===== src/rtl/fsync_pkg.sv =====
package fsync_pkg;
  typedef enum logic [1:0] {
    ST_ALIGN = 2'd0,
    ST_MUTE  = 2'd1,
    ST_RUN   = 2'd2
  } monState_t;

  // strobes from control to the phase datapath
  typedef struct packed {
    logic realign;
    logic muteClr;
    logic muteInc;
  } monCtl_t;
endpackage


===== src/rtl/fsync_phase_dp.sv =====
module fsync_phase_dp
  import fsync_pkg::*;
#(
  parameter int FRAME_TICKS = 64,
  parameter int LOSE_TICKS  = 6,
  parameter int KEEP_TICKS  = 5,
  parameter int MUTE_FRAMES = 90
) (
  input  logic    clk,
  input  logic    rstN,
  input  logic    frameClk,
  input  logic    bitTick,
  input  monCtl_t ctl,
  output logic    frameRise,
  output logic    driftSmall,
  output logic    driftLarge,
  output logic    muteLast
);
  localparam int PW = $clog2(FRAME_TICKS);
  localparam int MW = $clog2(MUTE_FRAMES + 1);
  localparam logic [PW:0]   HALF_L  = (PW + 1)'(FRAME_TICKS / 2);
  localparam logic [PW:0]   FRAME_L = (PW + 1)'(FRAME_TICKS);
  localparam logic [PW:0]   KEEP_L  = (PW + 1)'(KEEP_TICKS);
  localparam logic [PW:0]   LOSE_L  = (PW + 1)'(LOSE_TICKS);
  localparam logic [MW-1:0] LAST_L  = MW'(MUTE_FRAMES - 1);

  logic          frameQ;
  logic [PW-1:0] phaseCnt;
  logic [PW-1:0] phaseInc;
  logic [PW:0]   phaseExt;
  logic [PW:0]   driftMag;
  logic [MW-1:0] muteCnt;

  always_ff @(posedge clk) begin
    if (!rstN) frameQ <= 1'b0;
    else       frameQ <= frameClk;
  end
  assign frameRise = frameClk & ~frameQ;

  // wrap of the bit-period counter: natural for powers of two
  generate
    if ((FRAME_TICKS & (FRAME_TICKS - 1)) == 0) begin : g_pow2
      assign phaseInc = phaseCnt + 1'b1;
    end else begin : g_mod
      assign phaseInc = (phaseCnt == PW'(FRAME_TICKS - 1)) ? '0 : phaseCnt + 1'b1;
    end
  endgenerate

  always_ff @(posedge clk) begin
    if (!rstN)            phaseCnt <= '0;
    else if (ctl.realign) phaseCnt <= PW'(bitTick);
    else if (bitTick)     phaseCnt <= phaseInc;
  end

  // signed distance of the edge from the aligned position
  assign phaseExt   = {1'b0, phaseCnt};
  assign driftMag   = (phaseExt < HALF_L) ? phaseExt : FRAME_L - phaseExt;
  assign driftSmall = driftMag < KEEP_L;
  assign driftLarge = driftMag > LOSE_L;

  always_ff @(posedge clk) begin
    if (!rstN)                         muteCnt <= '0;
    else if (ctl.muteClr)              muteCnt <= '0;
    else if (ctl.muteInc && !muteLast) muteCnt <= muteCnt + 1'b1;
  end
  assign muteLast = muteCnt == LAST_L;


  realign_zero_chk: assert property (@(posedge clk) disable iff (!rstN)
    ctl.realign |=> (phaseCnt <= PW'(1)));


  mute_bound_chk: assert property (@(posedge clk) disable iff (!rstN)
    muteCnt <= LAST_L);
endmodule


===== src/rtl/fsync_ctrl.sv =====
module fsync_ctrl
  import fsync_pkg::*;
(
  input  logic    clk,
  input  logic    rstN,
  input  logic    slaveEn,
  input  logic    frameRise,
  input  logic    driftSmall,
  input  logic    driftLarge,
  input  logic    muteLast,
  output monCtl_t ctl,
  output logic    inSync,
  output logic    muteZero,
  output logic    realignStb,
  output logic    lossSticky
);
  monState_t state, nextState;
  logic      syncQ;
  logic      lose;

  always_comb begin
    ctl       = '0;
    nextState = state;
    lose      = 1'b0;
    if (!slaveEn) begin
      nextState = ST_ALIGN;
    end else if (frameRise) begin
      case (state)
        ST_ALIGN: begin
          ctl.realign = 1'b1;
          ctl.muteClr = 1'b1;
          nextState   = ST_MUTE;
        end
        ST_MUTE: begin
          if (driftLarge) begin
            lose      = 1'b1;
            nextState = ST_ALIGN;
          end else begin
            ctl.muteInc = 1'b1;
            if (muteLast) nextState = ST_RUN;
          end
        end
        ST_RUN: begin
          if (driftLarge) begin
            lose      = 1'b1;
            nextState = ST_ALIGN;
          end
        end
        default: nextState = ST_ALIGN;
      endcase
    end
  end

  always_ff @(posedge clk) begin
    if (!rstN) begin
      state      <= ST_ALIGN;
      syncQ      <= 1'b0;
      lossSticky <= 1'b0;
      realignStb <= 1'b0;
    end else begin
      state      <= nextState;
      realignStb <= ctl.realign;
      if (lose) lossSticky <= 1'b1;
      if (!slaveEn) syncQ <= 1'b0;
      else if (frameRise && state != ST_ALIGN) begin
        if (driftLarge)      syncQ <= 1'b0;
        else if (driftSmall) syncQ <= 1'b1;
      end
    end
  end

  assign inSync   = !slaveEn | syncQ;
  assign muteZero = slaveEn & (state != ST_RUN);


  loss_mute_chk: assert property (@(posedge clk) disable iff (!rstN)
    (slaveEn && frameRise && driftLarge && state != ST_ALIGN)
      |=> (state == ST_ALIGN && !syncQ && lossSticky));


  small_keep_chk: assert property (@(posedge clk) disable iff (!rstN)
    (slaveEn && frameRise && driftSmall && state == ST_RUN)
      |=> (state == ST_RUN && syncQ && !realignStb));


  sticky_hold_chk: assert property (@(posedge clk) disable iff (!rstN)
    lossSticky |=> lossSticky);


  idle_quiet_chk: assert property (@(posedge clk) disable iff (!rstN)
    (!slaveEn && !lossSticky) |=> !lossSticky);


  stb_state_chk: assert property (@(posedge clk) disable iff (!rstN)
    realignStb |-> state == ST_MUTE);
endmodule


===== src/rtl/frame_lock_monitor.sv =====
module frame_lock_monitor
  import fsync_pkg::*;
#(
  parameter int FRAME_TICKS = 64,
  parameter int LOSE_TICKS  = 6,
  parameter int KEEP_TICKS  = 5,
  parameter int MUTE_FRAMES = 90
) (
  input  logic clk,
  input  logic rstN,
  input  logic slaveEn,
  input  logic frameClk,
  input  logic bitTick,
  output logic inSync,
  output logic muteZero,
  output logic realignStb,
  output logic lossSticky
);
  monCtl_t ctl;
  logic    frameRise;
  logic    driftSmall;
  logic    driftLarge;
  logic    muteLast;

  fsync_phase_dp #(
    .FRAME_TICKS(FRAME_TICKS),
    .LOSE_TICKS (LOSE_TICKS),
    .KEEP_TICKS (KEEP_TICKS),
    .MUTE_FRAMES(MUTE_FRAMES)
  ) i_dp (
    .clk       (clk),
    .rstN      (rstN),
    .frameClk  (frameClk),
    .bitTick   (bitTick),
    .ctl       (ctl),
    .frameRise (frameRise),
    .driftSmall(driftSmall),
    .driftLarge(driftLarge),
    .muteLast  (muteLast)
  );

  fsync_ctrl i_ctrl (
    .clk       (clk),
    .rstN      (rstN),
    .slaveEn   (slaveEn),
    .frameRise (frameRise),
    .driftSmall(driftSmall),
    .driftLarge(driftLarge),
    .muteLast  (muteLast),
    .ctl       (ctl),
    .inSync    (inSync),
    .muteZero  (muteZero),
    .realignStb(realignStb),
    .lossSticky(lossSticky)
  );
endmodule


===== config.mk =====
export PLATFORM = sky130hd
export DESIGN_NAME = frame_lock_monitor
export DESIGN_NICKNAME = d
export VERILOG_FILES = /design/src/rtl/fsync_pkg.sv /design/src/rtl/fsync_phase_dp.sv /design/src/rtl/fsync_ctrl.sv /design/src/rtl/frame_lock_monitor.sv
export SDC_FILE = /design/constraint.sdc
export NUM_CORES = 1
export LEC_CHECK = 0
export BUFFER_PORTS_ARGS = -buffer_cell sky130_fd_sc_hd__clkbuf_2
export CAP_MARGIN = 5
export CORE_MARGIN = 2
export CORE_UTILIZATION = 52
export DETAILED_ROUTE_END_ITERATION = 10
export PLACE_DENSITY = 0.75
export SLEW_MARGIN = 20
export SYNTH_ARGS = -nofsm -noshare
export SYNTH_HDL_FRONTEND = slang
export SYNTH_SLANG_ARGS = --single-unit

===== constraint.sdc =====
create_clock -name clk -period 2.27 [get_ports clk]
set_input_delay 0.1135 -clock clk [delete_from_list [all_inputs] [get_ports clk]]
set_output_delay 0.1135 -clock clk [all_outputs]
set_load 0.02 [all_outputs]

==> flow_summary.json, run 1 <==
{
  "synth-edff-count": 0,
  "cp-start-kind": "flip-flop",
  "cts_max_path_buffers": 2,
  "synth_top_cells_by_count": "19 x dfxtp_1, 14 x nand2_1, 10 x nor2_1",
  "nNetsFinal": 163,
  "ir_worst_vdd_uv": 360.6,
  "vias_per_cell": 5.860,
  "syn-cell-area_mm2": 0.001161,
  "clock_power_share_pct": 28.1,
  "cts_root_buffer": "clkbuf_4",
  "synthCells": 139,
  "relSlewSlack_pct": 65.17,
  "status": "finished, final reports clean",
  "power.density_mw_per_mm2": 468.7,
  "grt_pass1_vias": 1005,
  "cp_slowest_stage_delay_ns": 0.55,
  "die_area_mm2": 0.002627,
  "cp-end-kind": "flip-flop",
  "fin_crit_sh_pct": 94.89,
  "hold_path_class": "input pin to flip-flop",
  "rsz0062_at_grt": "false",
  "drive_gt1_share_pct": 15.33,
  "synth_cell_type_count": 37,
  "fin_util_pct": 59.52,
  "p_seq_share_pct": 56.9,
  "hold_viol": 0,
  "critical_path_required_ns": 2.46,
  "path_clk_slew_ns": 0.11,
  "diodes": 0,
  "syn_nets": 151,
  "antenna_found_initial": 0,
  "grt_overflow": 0,
  "fin_setup_tns_ns": 0,
  "clk_latency_ns": 0.30,
  "drc": 0,
  "fillers": 208,
  "slowest_stage": "or4_4",
  "crit_chain": "inv_2 -> ha_2 -> or3b_4 -> a211oi_4 -> o31ai_4 -> or4_4 -> mux2i_1",
  "total_leakage_power_uw": 0.0004897,
  "synth.largest_area_cell": "dfxtp_1",
  "io_buffer_count": 8,
  "synthTopCellsByArea": "dfxtp_1 33%, ha_1 7.5%, mux2i_1 5.2%",
  "seq_area_frac_synth_pct": 32.76,
  "first_pass_iters": 4,
  "initial_core_util_pct": 53.52,
  "grt_pass1_wl_um": 4015,
  "ys.flop_type": "dfxtp_1",
  "die_h_um": 51.26,
  "yosysMostFrequentCell": "dfxtp_1",
  "path_class": "flip-flop to flip-flop",
  "cp.arrival_ns": 2.35,
  "drt_iter0_markers": 21,
  "slew_viol_final": 0,
  "grt_util_all_layers_pct": 20.14,
  "wirelength_um": 2420,
  "timing.final.crit_period_ns": 2.154,
  "ys_ff_latch": 19,
  "clock-sinks": 19,
  "rows": 17,
  "async_flop_share_pct": 0,
  "yosysWarnings": 0,
  "path_delay_family": "simple AND/OR/NAND/NOR gates",
  "grt_max_degree": 12,
  "die_w_um": 51.26,
  "syn_avg_cell_area_um2": 8.353,
  "antenna_left": 0,
  "tightestPinTransition_ns": 0.5155,
  "p_int_uw": 443.8,
  "core_mm2": 0.002170,
  "boundaryPins": 9,
  "cts_made_buffers": 3,
  "hpwl_um": 1838,
  "globalplace.congestion": 0.8295,
  "p_sw_share_pct": 26.66,
  "max_freq_mhz": 464.3,
  "postCtsHoldBufs": 0,
  "cts_max_level": 1,
  "cts_tree": "done",
  "routedWlPerCell_um": 13.60,
  "finClkSkew_ns": 0.006293,
  "routed-via-count": 1043,
  "synth_top_area_share_pct": 32.76,
  "worstPathMaxFanout": 7,
  "cp_num_buf_inv": 1,
  "p_sw_uw": 161.3,
  "setup_viol": 0,
  "area_growth_pct": 11.21,
  "combPwrFrac_pct": 14.9,
  "maxCapViolations": 0
}
==> layer usage <==
metal	track usage [%]	vias up	share of wire (%)
met1	24.91	490	46
met5	0	-	0
met4	7.456	0	0.70
met3	3.509	2	4.7
met2	34.85	26	49
li1	-	525	-
==> placed cells by master (no fill, tap or decap), types with 2 or more instances in the layout <==
master,instances
dfxtp_1,18
nand2_1,14
nor2_1,10
nand4_1,9
clkbuf_2,8
inv_1,7
nand2b_1,7
a21oi_1,6
mux2i_1,6
ha_1,6
xor2_1,4
o21ai_0,4
and2_1,4
nor3_1,4
buf_4,4
nor2b_1,3
nand3_1,3
clkbuf_4,3
or3_1,2
o31a_1,2
a31oi_1,2
a211oi_1,2
xnor2_1,2
==> stage by stage <==
step	worst slack, ns	instances	hold WS (ns)	power (uW)	instance area [um2]
floorplan	0.1200	139	0.2310	408.9	1161
global placement	0.1105	174	0.3466	431.6	1240
detailed placement	0.04077	174	0.3505	434.8	1240
CTS	0.02434	178	0.03682	604.2	1267
global route	0.01075	178	0.04087	632.6	1291
finish	0.1160	178	0.04287	605.1	1291
==> layout make-up <==
type / count / area (um2) / share of cell area (%)
repair buffers: 12 / 70.07 / 5.426
clock buffers: 3 / 22.52 / 1.744
well taps: 28 / 35.03 / 2.713
clock inverters: 1 / 5.005 / 0.3876
flip-flops and latches: 19 / 381.6 / 29.55
inverters: 8 / 30.03 / 2.326
multi-input cells: 107 / 747.0 / 57.85
==> logic make-up (layout without fill, tap and decap cells) <==
kind of cell    Yosys count  in the layout  synth area share (%)
buf+inv                  13             24                 4.849
mux                       6              6                 5.173
xor+xnor                  6              6                 4.526
fa+ha+maj                 7              7                 7.543
compound gates           25             25                 15.52
simple gates             63             63                 29.63
flops                    19             19                 32.76
==> power groups by stage <==
stage / sequential [uW] / clock [uW] / combinational, uW
final: 345 / 170 / 90.5
after floorplan: 354 / 0 / 55.4
after global routing: 346 / 188 / 99.3
after global placement: 351 / 0 / 80.2
after CTS: 344 / 176 / 84.2
after detailed placement: 352 / 0 / 83.3
==> timing repair <==
| item | in CTS | in global routing |
|---|---|---|
| hold endpoints to repair | 0 | 0 |
| buffers inserted | 0 | 0 |
| setup endpoints to repair | 0 | 7 |
| resized for setup | 0 | 6 |
==> worst paths after layout <==
path,slack [ns],endpoint,start,depth (start not counted)
setup reg to reg,0.12,i_dp.muteCnt[6]$_SDFFE_PP0P_,i_dp.phaseCnt[0]$_SDFFE_PN0P_,7
setup / recovery,0.12,i_dp.muteCnt[6]$_SDFFE_PP0P_,i_dp.phaseCnt[0]$_SDFFE_PN0P_,7
hold / removal,0.04,i_dp.frameQ$_SDFF_PN0_,frameClk,2
hold reg to reg,0.48,i_ctrl.lossSticky$_SDFFE_PN0P_,i_ctrl.lossSticky$_SDFFE_PN0P_,1
==> sequential cells by signal (all words and copies together) (netlist names) <==
name and cells:
i_ctrl.syncQ 1, i_dp.frameQ 1, i_ctrl.lossSticky 1, i_ctrl.state 2
i_ctrl.realignStb 1, i_dp.phaseCnt 6, i_dp.muteCnt 7
No activity file was read; power rests on OpenSTA's default activity.
==> inputs of run 2 (changes only) <==
--- a/config.mk
+++ b/config.mk
@@ -8,10 +8,10 @@
 export BUFFER_PORTS_ARGS = -buffer_cell sky130_fd_sc_hd__clkbuf_2
 export CAP_MARGIN = 5
 export CORE_MARGIN = 2
-export CORE_UTILIZATION = 52
+export CORE_UTILIZATION = 58
 export DETAILED_ROUTE_END_ITERATION = 10
-export PLACE_DENSITY = 0.75
-export SLEW_MARGIN = 20
+export PLACE_DENSITY = 0.79
+export SLEW_MARGIN = 40
 export SYNTH_ARGS = -nofsm -noshare
 export SYNTH_HDL_FRONTEND = slang
 export SYNTH_SLANG_ARGS = --single-unit
==> constraint.sdc (replaced) <==
create_clock -name clk -period 2.2 [get_ports clk]
set_input_delay 0.11 -clock clk [delete_from_list [all_inputs] [get_ports clk]]
set_output_delay 0.11 -clock clk [all_outputs]
set_load 0.02 [all_outputs]
==> flow_summary.json, run 2 (synthesis gave the netlist of run 1 again) <==
{
  "status": "finished, final reports clean",
  "power.density_mw_per_mm2": 478.9,
  "drc": 0,
  "worst_hold_path.endpoint": "i_dp.frameQ$_SDFF_PN0_",
  "p_sw_uw": 161.8,
  "final-seq-area_um2": 380.4,
  "cp-start-kind": "flip-flop",
  "cts_root_buffer": "clkbuf_4",
  "relSlewSlack_pct": 62.75,
  "vias_per_cell": 5.928,
  "cp.arrival_ns": 2.39,
  "r2r_start": "i_dp.phaseCnt[0]$_SDFFE_PN0P_",
  "timing.final.crit_period_ns": 2.168,
  "die_w_um": 48.74,
  "maxCapViolations": 0,
  "boundaryPins": 9,
  "fin_crit_sh_pct": 98.54,
  "grt_util_all_layers_pct": 21.85,
  "path_class": "flip-flop to flip-flop",
  "clock_power_share_pct": 27.5,
  "cts_max_level": 1,
  "grt_pass1_wl_um": 4146,
  "die_h_um": 48.74,
  "antenna_left": 0,
  "r2r.worst_path.cells": 7,
  "place_ws_ns": 0.004249,
  "hpwl_um": 1912,
  "globalplace.congestion": 0.8598,
  "worstPathMaxFanout": 6,
  "grt_overflow": 0,
  "largest_register": "i_dp.muteCnt",
  "cts_max_path_buffers": 2,
  "fillers": 174,
  "total_leakage_power_uw": 0.0005068,
  "cts_tree": "done",
  "finClkSkew_ns": 0.005848,
  "initial_core_util_pct": 60.42,
  "setup_viol": 0,
  "hold_depth": 2,
  "top_regs": "i_dp.muteCnt x7, i_dp.phaseCnt x6, i_ctrl.state x2",
  "drt_iter0_markers": 27,
  "antenna_found_initial": 0,
  "p_sw_share_pct": 25.77,
  "cp-end-kind": "flip-flop",
  "clk_latency_ns": 0.29,
  "tightestPinTransition_ns": 0.5517,
  "grt_pass1_vias": 1024,
  "path_clk_slew_ns": 0.11,
  "hold_viol": 0,
  "multi_input_area_um2": 740.7,
  "combPwrFrac_pct": 16.1,
  "wirelength_um": 2480,
  "max_freq_mhz": 461.3,
  "ir_worst_vdd_uv": 329.1,
  "r2r_end": "i_dp.muteCnt[6]$_SDFFE_PP0P_",
  "hold_path_class": "input pin to flip-flop",
  "core_mm2": 0.001922,
  "nNetsFinal": 167,
  "fin_ws_ns": 0.03206,
  "p_int_uw": 466.2,
  "slew_viol_final": 0,
  "die_area_mm2": 0.002376,
  "io_buffer_count": 8,
  "routed-via-count": 1073,
  "diodes": 0,
  "postCtsHoldBufs": 0,
  "min_from": "frameClk",
  "rows": 16,
  "grt_max_degree": 11,
  "routedWlPerCell_um": 13.70,
  "cts_made_buffers": 3,
  "layout_common_cells": "19 x dfxtp_1, 14 x nand2_1, 10 x nor2_1, 9 x nand4_1",
  "area_growth_pct": 12.93,
  "layout_commonest_cell": "dfxtp_1",
  "first_pass_iters": 4,
  "clock-sinks": 19,
  "largest_reg_flops": 7,
  "reg2reg_slack_ns": 0.03,
  "critical_path_required_ns": 2.42,
  "p_seq_share_pct": 56.4,
  "fin_util_pct": 68.23,
  "drive_gt1_share_pct": 14.29
}
## run 2: cell type report
cell class	count	share of cell area (%)
inverter	8	2.290
multi-input combinational	107	56.49
clock buffer	4	2.004
tap	27	2.576
timing repair buffer	16	7.634
sequential	19	29.01
## run 2: layer usage
layer	wire length (um)	global-route usage (%)	vias to the layer above
met1	1090	27.06	507
li1	-	-	529
met4	0	5.714	0
met5	0	0	-
met3	126	4.321	0
met2	1263	38.58	37
## run 2: critical path, stage by stage, from the launching register on
cell and delay, ns:
dfxtp_1 0.32, inv_1 0.08, ha_1 0.19, or3b_4 0.41, a211oi_4 0.23, o31ai_4 0.11, or4_1 0.57, mux2i_1 0.19
## run 2: worst max path at each step
| stage | start | to |
|---|---|---|
| finish | i_dp.phaseCnt[0]$_SDFFE_PN0P_ | i_dp.muteCnt[6]$_SDFFE_PP0P_ |
| global route | i_dp.phaseCnt[0]$_SDFFE_PN0P_ | i_dp.muteCnt[6]$_SDFFE_PP0P_ |
| detailed placement | i_dp.phaseCnt[0]$_SDFFE_PN0P_ | i_dp.muteCnt[6]$_SDFFE_PP0P_ |
| global placement | i_dp.phaseCnt[0]$_SDFFE_PN0P_ | i_dp.muteCnt[6]$_SDFFE_PP0P_ |
| CTS | i_dp.phaseCnt[0]$_SDFFE_PN0P_ | i_dp.muteCnt[6]$_SDFFE_PP0P_ |
| floorplan | i_dp.phaseCnt[0]$_SDFFE_PN0P_ | i_dp.muteCnt[6]$_SDFFE_PP0P_ |
## run 2: what timing repair did
action,in CTS,in global routing
buffers inserted,0,1
setup endpoints to repair,0,4
gates resized for setup,0,2
## run 2: power by group through the flow
stage	clock (uW)	combinational (uW)	sequential, uW
3_5_place_dp	0	91.4	362
3_3_place_gp	0	87.9	362
2_1_floorplan	0	57.2	365
5_1_grt	200	112	355
6_report	173	101	354
4_1_cts	179	91.7	354
## run 2: metrics by stage
stage	instances	total power (uW)	hold slack, ns	setup TNS, ns	area [um2]
floorplan	139	421.9	0.2275	0	1161
global placement	176	449.7	0.3448	0	1261
detailed placement	176	453.5	0.3515	0	1261
CTS	180	625.3	0.04629	0	1287
global route	181	666.8	0.05334	-0.06705	1311
finish	181	628.0	0.04504	0	1311
